## src/rtl/dbg_trig_pkg.sv

```systemverilog
package dbg_trig_pkg;
  typedef enum logic [1:0] {
    BT_EXEC = 2'b00,
    BT_WR   = 2'b01,
    BT_RSV  = 2'b10,
    BT_RW   = 2'b11
  } bp_type_e;

  localparam logic [7:0] OPC_TRAP  = 8'hCC;
  localparam logic [7:0] VEC_DEBUG = 8'd1;
  localparam logic [7:0] VEC_TRAP  = 8'd3;
endpackage

```

## src/rtl/dbg_bp_cmp.sv

```systemverilog
module dbg_bp_cmp
  import dbg_trig_pkg::*;
#(
  parameter int unsigned AW = 32
) (
  input  logic [AW-1:0] bp_addr_i,
  input  bp_type_e      type_i,
  input  logic [1:0]    len_i,
  input  logic          fetch_valid_i,
  input  logic [AW-1:0] fetch_addr_i,
  input  logic          data_valid_i,
  input  logic          data_we_i,
  input  logic [AW-1:0] data_addr_i,
  output logic          exec_hit_o,
  output logic          data_hit_o
);
  logic [AW-1:0] mask;
  logic          type_data;

  // low bits covered by the length are don't-care
  always_comb begin
    mask = '1;
    unique case (len_i)
      2'b00:   mask = '1;
      2'b01:   mask[0] = 1'b0;
      default: mask[1:0] = 2'b00;
    endcase
  end

  always_comb begin
    unique case (type_i)
      BT_WR:   type_data = data_we_i;
      BT_RW:   type_data = 1'b1;
      default: type_data = 1'b0;
    endcase
  end

  assign exec_hit_o = fetch_valid_i && (type_i == BT_EXEC) &&
                      ((fetch_addr_i & mask) == (bp_addr_i & mask));
  assign data_hit_o = data_valid_i && type_data &&
                      ((data_addr_i & mask) == (bp_addr_i & mask));
endmodule

```

## src/rtl/dbg_prio.sv

```systemverilog
module dbg_prio
  import dbg_trig_pkg::*;
(
  input  logic       exec_i,
  input  logic       trap_i,
  input  logic       data_i,
  input  logic       step_i,
  output logic       req_o,
  output logic [7:0] vec_o
);
  // fixed order: exec > trap opcode > data > single-step
  always_comb begin
    req_o = 1'b1;
    vec_o = VEC_DEBUG;
    if (exec_i)      vec_o = VEC_DEBUG;
    else if (trap_i) vec_o = VEC_TRAP;
    else if (data_i) vec_o = VEC_DEBUG;
    else if (step_i) vec_o = VEC_DEBUG;
    else begin
      req_o = 1'b0;
      vec_o = '0;
    end
  end
endmodule

```

## src/rtl/dbg_trig_unit.sv

```systemverilog
module dbg_trig_unit
  import dbg_trig_pkg::*;
#(
  parameter int unsigned AW       = 32,
  parameter int unsigned NUM_BP   = 4,
  parameter int unsigned FLAG_W   = 32,
  parameter int unsigned STEP_BIT = 8
) (
  input  logic              clk_i,
  input  logic              rst_ni,
  input  logic              reg_we_i,
  input  logic [2:0]        reg_addr_i,
  input  logic [31:0]       reg_wdata_i,
  output logic [31:0]       reg_rdata_o,
  input  logic              decode_valid_i,
  input  logic [7:0]        decode_opcode_i,
  input  logic              retire_i,
  input  logic [FLAG_W-1:0] retire_flags_i,
  input  logic              fetch_valid_i,
  input  logic [AW-1:0]     fetch_addr_i,
  input  logic              data_valid_i,
  input  logic              data_we_i,
  input  logic [AW-1:0]     data_addr_i,
  output logic              exc_req_o,
  output logic [7:0]        exc_vec_o
);
  localparam int unsigned STAT_STEP  = 14;
  localparam int unsigned FIELD_BASE = 16;
  localparam logic [2:0]  ADDR_STAT  = 3'd4;
  localparam logic [2:0]  ADDR_CTRL  = 3'd5;
  localparam logic [31:0] STAT_MASK  = (32'd1 << STAT_STEP) | ((32'd1 << NUM_BP) - 32'd1);

  logic [AW-1:0]     bp_addr_q [NUM_BP];
  logic [31:0]       ctrl_q, stat_q, stat_set;
  logic [NUM_BP-1:0] exec_hit, data_hit, bp_en;
  logic              exec_any, data_any, trap_op, step_ev, req_d;
  logic [7:0]        vec_d;

  assign bp_en = ctrl_q[NUM_BP-1:0];

  for (genvar g = 0; g < NUM_BP; g++) begin : g_bp
    dbg_bp_cmp #(.AW(AW)) u_cmp (
      .bp_addr_i    (bp_addr_q[g]),
      .type_i       (bp_type_e'(ctrl_q[FIELD_BASE+4*g +: 2])),
      .len_i        (ctrl_q[FIELD_BASE+4*g+2 +: 2]),
      .fetch_valid_i(fetch_valid_i),
      .fetch_addr_i (fetch_addr_i),
      .data_valid_i (data_valid_i),
      .data_we_i    (data_we_i),
      .data_addr_i  (data_addr_i),
      .exec_hit_o   (exec_hit[g]),
      .data_hit_o   (data_hit[g])
    );
  end

  assign exec_any = |(exec_hit & bp_en);
  assign data_any = |(data_hit & bp_en);
  assign trap_op  = decode_valid_i && (decode_opcode_i == OPC_TRAP);
  assign step_ev  = retire_i && retire_flags_i[STEP_BIT];

  dbg_prio u_prio (
    .exec_i(exec_any),
    .trap_i(trap_op),
    .data_i(data_any),
    .step_i(step_ev),
    .req_o (req_d),
    .vec_o (vec_d)
  );

  // status records hits regardless of enable
  always_comb begin
    stat_set = '0;
    stat_set[NUM_BP-1:0] = exec_hit | data_hit;
    stat_set[STAT_STEP]  = step_ev;
  end

  always_ff @(posedge clk_i or negedge rst_ni) begin
    if (!rst_ni) begin
      for (int i = 0; i < NUM_BP; i++) bp_addr_q[i] <= '0;
      ctrl_q    <= '0;
      stat_q    <= '0;
      exc_req_o <= 1'b0;
      exc_vec_o <= '0;
    end else begin
      exc_req_o <= req_d;
      exc_vec_o <= vec_d;
      for (int i = 0; i < NUM_BP; i++)
        if (reg_we_i && reg_addr_i == 3'(i)) bp_addr_q[i] <= reg_wdata_i[AW-1:0];
      if (reg_we_i && reg_addr_i == ADDR_CTRL) ctrl_q <= reg_wdata_i;
      // write replaces, concurrent hit still sets
      if (reg_we_i && reg_addr_i == ADDR_STAT) stat_q <= (reg_wdata_i & STAT_MASK) | stat_set;
      else                                     stat_q <= stat_q | stat_set;
    end
  end

  always_comb begin
    reg_rdata_o = '0;
    if (reg_addr_i == ADDR_STAT)      reg_rdata_o = stat_q;
    else if (reg_addr_i == ADDR_CTRL) reg_rdata_o = ctrl_q;
    else
      for (int i = 0; i < NUM_BP; i++)
        if (reg_addr_i == 3'(i)) reg_rdata_o = 32'(bp_addr_q[i]);
  end


  trap_vec_chk: assert property (@(posedge clk_i) disable iff (!rst_ni)
    (trap_op && !exec_any) |=> (exc_req_o && exc_vec_o == VEC_TRAP));

  step_rec_chk: assert property (@(posedge clk_i) disable iff (!rst_ni)
    step_ev |=> (exc_req_o && stat_q[STAT_STEP]));

  stat_sticky_chk: assert property (@(posedge clk_i) disable iff (!rst_ni)
    (stat_q[0] && !(reg_we_i && reg_addr_i == ADDR_STAT)) |=> stat_q[0]);

  vec_legal_chk: assert property (@(posedge clk_i) disable iff (!rst_ni)
    exc_req_o |-> (exc_vec_o == VEC_DEBUG || exc_vec_o == VEC_TRAP));

  quiet_chk: assert property (@(posedge clk_i) disable iff (!rst_ni)
    !(fetch_valid_i || data_valid_i || decode_valid_i || retire_i) |=> !exc_req_o);
endmodule

```

## config.mk

```make
export PLATFORM = sky130hd
export DESIGN_NAME = dbg_trig_unit
export DESIGN_NICKNAME = d
export VERILOG_FILES = /design/src/rtl/dbg_trig_pkg.sv /design/src/rtl/dbg_bp_cmp.sv /design/src/rtl/dbg_prio.sv /design/src/rtl/dbg_trig_unit.sv
export SDC_FILE = /design/constraint.sdc
export NUM_CORES = 1
export LEC_CHECK = 0
export BUFFER_PORTS_ARGS = -buffer_cell sky130_fd_sc_hd__buf_4
export CAP_MARGIN = 5
export CELL_PAD_IN_SITES_DETAIL_PLACEMENT = 1
export CELL_PAD_IN_SITES_GLOBAL_PLACEMENT = 1
export CORE_ASPECT_RATIO = 2
export CORE_UTILIZATION = 41
export CTS_CLUSTER_DIAMETER = 60
export DETAILED_ROUTE_END_ITERATION = 7
export PLACE_DENSITY = 0.84
export SLEW_MARGIN = 15
export SYNTH_ARGS = -nofsm -noshare
export SYNTH_HDL_FRONTEND = slang
export SYNTH_SLANG_ARGS = --single-unit
```

## constraint.sdc

```tcl
create_clock -name clk_i -period 1.8 [get_ports clk_i]
set_input_delay 0.36 -clock clk_i [delete_from_list [all_inputs] [get_ports clk_i]]
set_output_delay 0.36 -clock clk_i [all_outputs]
set_load 0.02 [all_outputs]
```

==> metrics.log, run 1 <==
INFO  metric run_status = stopped before the end
INFO  metric stop_stage = global routing (5_1_grt)
INFO  metric tool.error = [ERROR GRT-0232] Routing congestion too high. Check the congestion heatmap in the GUI.
INFO  metric cts_max_level = 4
INFO  metric row_count = 82
INFO  metric start_util = 42.0%
INFO  metric root_buffer = sky130_fd_sc_hd__clkbuf_16
INFO  metric ioPinCount = 188
INFO  metric die_width = 116 µm
INFO  metric floorplan.die.height = 229 µm
INFO  metric synth-compound-area-share = 5.39%
INFO  metric gr-total-overflow = 7
INFO  metric worst_endpoint_kind = register input
INFO  metric post_synth_fa_ha_maj_area_fraction = 0%
INFO  metric synth.top_cells.by_area = sky130_fd_sc_hd__dfrtp_1 (39%), sky130_fd_sc_hd__xor2_1 (18%), sky130_fd_sc_hd__mux2_2 (17%)
INFO  metric synth_enable_flop_cells = 0
INFO  metric synthesis.instances = 929
INFO  metric finalWeightedCongestion = 1.07
INFO  metric area_share_of_the_largest_cell_type_after_synthesis = 39.5%
INFO  metric place_worst_setup_slack = -517 ps
INFO  metric synth-seq-cells = 167
INFO  metric yosys.area_share.xor_xnor = 21.2%
INFO  metric ys.warnings.count = 0
INFO  metric cts-buffers-inserted = 17
INFO  metric place_hpwl = 43,500 µm
INFO  metric count_of_clock_tree_sinks = 167
INFO  metric synth.area.mux_share = 22.6%
INFO  metric avgSynthCellArea = 11.4 µm²
INFO  metric synth_area_leader_cell = sky130_fd_sc_hd__dfrtp_1
INFO  metric grt.total_usage = 57.1%
INFO  metric post_synth_and_or_nand_nor_area_fraction = 8.51%
INFO  metric timing.grt.repair.worst_endpoint = exc_vec_o[0]$_DFF_PN0_/D
INFO  metric maximum_number_of_pins_on_one_net_before_global_route_repair = 41
INFO  metric ys_dominant_reg_cell = sky130_fd_sc_hd__dfrtp_1
INFO  metric mappedNetlistArea = 10,600 µm²
INFO  metric ctsLongestPathBuffers = 2
INFO  metric synth_top_family_by_area = multiplexers
INFO  metric async_flop_share = 100%
INFO  metric synth.lib_cells_used.distinct = 44
INFO  metric port_buffers = 150
INFO  metric synth_sequential_area_ratio = 39.5%
per-stage QoR:
step | util, % | std cells | TNS [ps] | area (µm²) | hold slack (ps)
after CTS | 66.3 | 1813 | -10930 | 16700 | 140
after detailed placement | 57.5 | 1681 | -18940 | 14500 | 304
after global placement | 57.5 | 1681 | -13050 | 14500 | 297
after floorplan | - | 934 | -8.65 | 10700 | 64.4
Yosys cell counts (all sizes together) (6+ instances only):
master	number
xor2	213
dfrtp	167
mux2	165
nor4	48
xnor2	43
buf	33
o21ai	33
nand2	31
inv	23
mux4	21
nand4	20
nor3	19
nor2	18
a22oi	10
a21oi	9
clkbuf	9
nor2b	7
o2111ai	7
o211ai	7
mux2i	6
per-layer routing:
metal  overflow  global-route usage [%]
met3          0                    26.2
met5          0                   0.980
met1          0                    53.8
met4          5                    63.0
met2          2                    85.0
what timing repair did:
action	in CTS
resized for setup	198
endpoints found under the hold margin	25
setup endpoints to repair	38
pin swaps	62
hold buffers	1
buffers inserted	107
logic make-up after synthesis:
group / after synthesis
other: 1
DFF: 167
buffers and inverters: 65
AOI/OAI and AO/OA: 85
muxes: 192
and+or+nand+nor: 163
xor gates and xnor gates: 256
==> run 2, diff against run 1 <==
--- a/config.mk
+++ b/config.mk
@@ -7,13 +7,9 @@
 export LEC_CHECK = 0
 export BUFFER_PORTS_ARGS = -buffer_cell sky130_fd_sc_hd__buf_4
 export CAP_MARGIN = 5
-export CELL_PAD_IN_SITES_DETAIL_PLACEMENT = 1
-export CELL_PAD_IN_SITES_GLOBAL_PLACEMENT = 1
-export CORE_ASPECT_RATIO = 2
-export CORE_UTILIZATION = 41
-export CTS_CLUSTER_DIAMETER = 60
+export CORE_UTILIZATION = 40
 export DETAILED_ROUTE_END_ITERATION = 7
-export PLACE_DENSITY = 0.84
+export PLACE_DENSITY_LB_ADDON = 0.15
 export SLEW_MARGIN = 15
 export SYNTH_ARGS = -nofsm -noshare
 export SYNTH_HDL_FRONTEND = slang
==> constraint.sdc (replaced) <==
create_clock -name clk_i -period 2.34 [get_ports clk_i]
set_input_delay 0.468 -clock clk_i [delete_from_list [all_inputs] [get_ports clk_i]]
set_output_delay 0.468 -clock clk_i [all_outputs]
set_load 0.02 [all_outputs]
==> run 2 against run 1 <==
Against the previous run:
- the flow now finishes, with violations (hold timing)
- synthesized cell count stayed put
- synthesized area is the same
==> metrics.log, run 2 <==
INFO  metric run_status = finished, violations left
INFO  metric violations = hold timing
INFO  metric worst_margin_pin_slew = 724 ps
INFO  metric hold_violations = 4
INFO  metric synth_area_leader_cell = sky130_fd_sc_hd__dfrtp_1
INFO  metric die-area = 27,100 µm²
INFO  metric area_growth_syn_to_layout = 25.7%
INFO  metric synth-seq-cells = 167 (unchanged)
INFO  metric grt_setup_unrepaired = no
INFO  metric multiInputGateArea = 6170 µm²
INFO  metric p_leak = 5.78 nW
INFO  metric cts.clk_slew.worst_paths = 70 ps
INFO  metric worst_hold_slack = -5.55 ps
INFO  metric finalWorstPathRequiredPeriod = 2320 ps
INFO  metric drt-vias-per-instance = 5.55
INFO  metric cts-buffers-inserted = 17 (unchanged)
INFO  metric first_pass_grt_wire_length = 58,400 µm
INFO  metric worst_skew_pair.late_latency = 440 ps
INFO  metric worst_reg2reg_path_startpoint = bp_addr_q[50]
INFO  metric vdd_drop_max = 458 µV
INFO  metric synth.lib_cells_used.distinct = 44 (unchanged)
INFO  metric mappedNetlistArea = 10,600 µm² (unchanged)
INFO  metric timing.slew.headroom = 51.3%
INFO  metric drt-pass1-iter-count = 5
INFO  metric synthesis.instances = 929 (unchanged)
INFO  metric fin_util = 51.2%
INFO  metric power.density = 825 nW/µm²
INFO  metric final_antenna_net_count = 0
INFO  metric cts_max_level = 4 (unchanged)
INFO  metric final-max-slew-violation-count = 0
INFO  metric layout.cells.non_filler = 1,491
INFO  metric fmaxAchievable = 0.430 GHz
INFO  metric setup_total_negative_slack = 0 ps
INFO  metric drt_iter0_drc = 626
INFO  metric cp-startpoint = bp_addr_q[50]
INFO  metric maximum_number_of_pins_on_one_net_before_global_route_repair = 50
INFO  metric number_of_flip_flops_in_the_largest_register = 128
INFO  metric reg_top3 = bp_addr_q x128, ctrl_q x32, stat_q x5
INFO  metric route.vias.total = 8,277
INFO  metric crit_chain = xor2_1 -> nor4_1 -> nand4_1 -> nor4_2 -> a2111oi_2 -> nor2b_1
INFO  metric min-delay-path-class = in2async
INFO  metric count_of_clock_tree_sinks = 167 (unchanged)
INFO  metric slowest_stage = sky130_fd_sc_hd__nor4_1
INFO  metric critPathRequiredTime = 2670 ps
INFO  metric place_hpwl = 33,200 µm (-24%)
INFO  metric coreArea = 26,000 µm²
INFO  metric finalCritPeriodShare = 99.3%
INFO  metric ys_dominant_reg_cell = sky130_fd_sc_hd__dfrtp_1
INFO  metric finalWeightedCongestion = 1.02 (-4.3%)
INFO  metric fillers = 2,442
INFO  metric avgSynthCellArea = 11.4 µm² (unchanged)
INFO  metric ctsLongestPathBuffers = 2 (unchanged)
INFO  metric ioPinCount = 188 (unchanged)
INFO  metric drc = 0
INFO  metric fin_skew = 9.56 ps
INFO  metric worstSetupEndpointType = flip-flop
INFO  metric arrival = 2650 ps
INFO  metric cpPeakStageDelay = 660 ps
INFO  metric max_flop_register = bp_addr_q
INFO  metric drive_above_1_share = 39.2%
INFO  metric die_width = 165 µm (+42%)
INFO  metric setup_viol_count_final = 0
INFO  metric area_share_of_the_largest_cell_type_after_synthesis = 39.5% (unchanged)
INFO  metric pnr_total_power = 11.0 mW
INFO  metric synthMostInstantiatedCell = sky130_fd_sc_hd__xor2_1
INFO  metric postCtsHoldBufs = 0 (-1)
INFO  metric gr-total-overflow = 0
INFO  metric antenna_cells_inserted = 0
INFO  metric startpoint_type = flip-flop
INFO  metric tritoncts_clock_tree = done
INFO  metric post-place-cells = 1,457 (-13%)
INFO  metric port_buffers = 150 (unchanged)
INFO  metric wl = 41,000 µm
INFO  metric final_common_cell = sky130_fd_sc_hd__buf_4
INFO  metric synth_sequential_area_ratio = 39.5% (unchanged)
INFO  metric row_count = 59 (-28%)
INFO  metric worst-path-max-fanout = 4
INFO  metric grt_antenna_before_repair = 1
INFO  metric root_buffer = sky130_fd_sc_hd__clkbuf_16
INFO  metric route.detailed.wl_per_inst = 27.5 µm
INFO  metric floorplan.die.height = 165 µm (-28%)
INFO  metric max-cap-violations = 0
INFO  metric start_util = 40.8% (-1.2 points)
INFO  metric fin_nets = 1,290
INFO  metric layout.area.seq = 4180 µm²
INFO  metric synth_enable_flop_cells = 0 (unchanged)
INFO  metric synth.top_cells.by_area = sky130_fd_sc_hd__dfrtp_1 (39%), sky130_fd_sc_hd__xor2_1 (18%), sky130_fd_sc_hd__mux2_2 (17%)
INFO  metric kind_of_critical_path = reg2reg
INFO  metric grt_pass1_vias = 8,445
INFO  metric final_cell_mix = sky130_fd_sc_hd__buf_4 (220), sky130_fd_sc_hd__xor2_1 (213), sky130_fd_sc_hd__dfrtp_1 (167)
INFO  metric async_flop_share = 100% (unchanged)
INFO  metric cell_types_with_the_highest_counts_after_synthesis = sky130_fd_sc_hd__xor2_1 (213), sky130_fd_sc_hd__dfrtp_1 (167), sky130_fd_sc_hd__mux2_2 (158)
INFO  metric ys.warnings.count = 0 (unchanged)
INFO  metric grt.total_usage = 31.2%
## run 2: cell counts after synthesis
Identical to the previous run, type by type.
## run 2: stage by stage
step           setup WS (ps)  area [µm²]
2_1_floorplan          -10.1       10600
3_3_place_gp           -7.48       12700
3_5_place_dp           -15.1       12700
4_1_cts                 11.0       13300
5_1_grt                0.634       13300
6_report                15.9       13300
## run 2: kinds of logic (layout without fill, tap and decap cells)
family,after synthesis,count (layout),share of synthesized area (%)
xor+xnor,256,256,21.2
buf+inv,65,287,2.87
simple gates,163,163,8.51
compound gates,85,85,5.39
other cells,1,6,0.0354
flops,167,167,39.5
mux,192,192,22.6
## run 2: final cells by class
| type | instances | area share, % |
|---|---|---|
| Sequential cell | 167 | 31.4 |
| Clock inverter | 14 | 1.15 |
| Timing Repair Buffer | 232 | 14.1 |
| Clock buffer | 18 | 3.22 |
| Inverter | 23 | 0.648 |
| Multi-Input combinational cell | 702 | 46.3 |
| Tap cell | 335 | 3.15 |
## run 2: final timing paths
path                                end  slack [ps]  depth (start not counted)
max                        exc_vec_o[1]          20                          6
min                           ctrl_q[4]          -6                          1
max reg2reg                exc_vec_o[1]          20                          6
min reg2reg                  ctrl_q[11]         510                          1
max in group asynchronous    ctrl_q[22]        1710                          2
min in group clk_i           stat_q[14]         270                          3
## run 2: routing by layer
metal / part of all wire (%) / GRT usage (%)
met5: 0.032 / 0
met4: 1.9 / 7.34
met3: 5.2 / 4.77
met2: 48 / 52.1
met1: 45 / 42.5
## run 2: worst max-delay path, delay by kind of cell (launching register included)
| kind | cells | cell delay (ps) |
|---|---|---|
| compound gates | 1 | 120 |
| simple gates | 4 | 1460 |
| xor+xnor | 1 | 180 |
| flops | 1 | 430 |
## run 2: what timing repair did
| item | CTS | global route |
|---|---|---|
| endpoints found under the hold margin | 0 | 0 |
| resized for setup | 0 | 4 |
| setup endpoints to repair | 0 | 5 |
| setup buffers | 0 | 2 |
## run 2: power breakdown
part	switching, mW	internal (mW)	leakage, nW	total, mW
logic	1.92	1.78	3.50	3.70
clock network	1.36	1.52	0.278	2.88
registers	0.889	3.51	2.00	4.40
(Power assumes the default switching activity.)
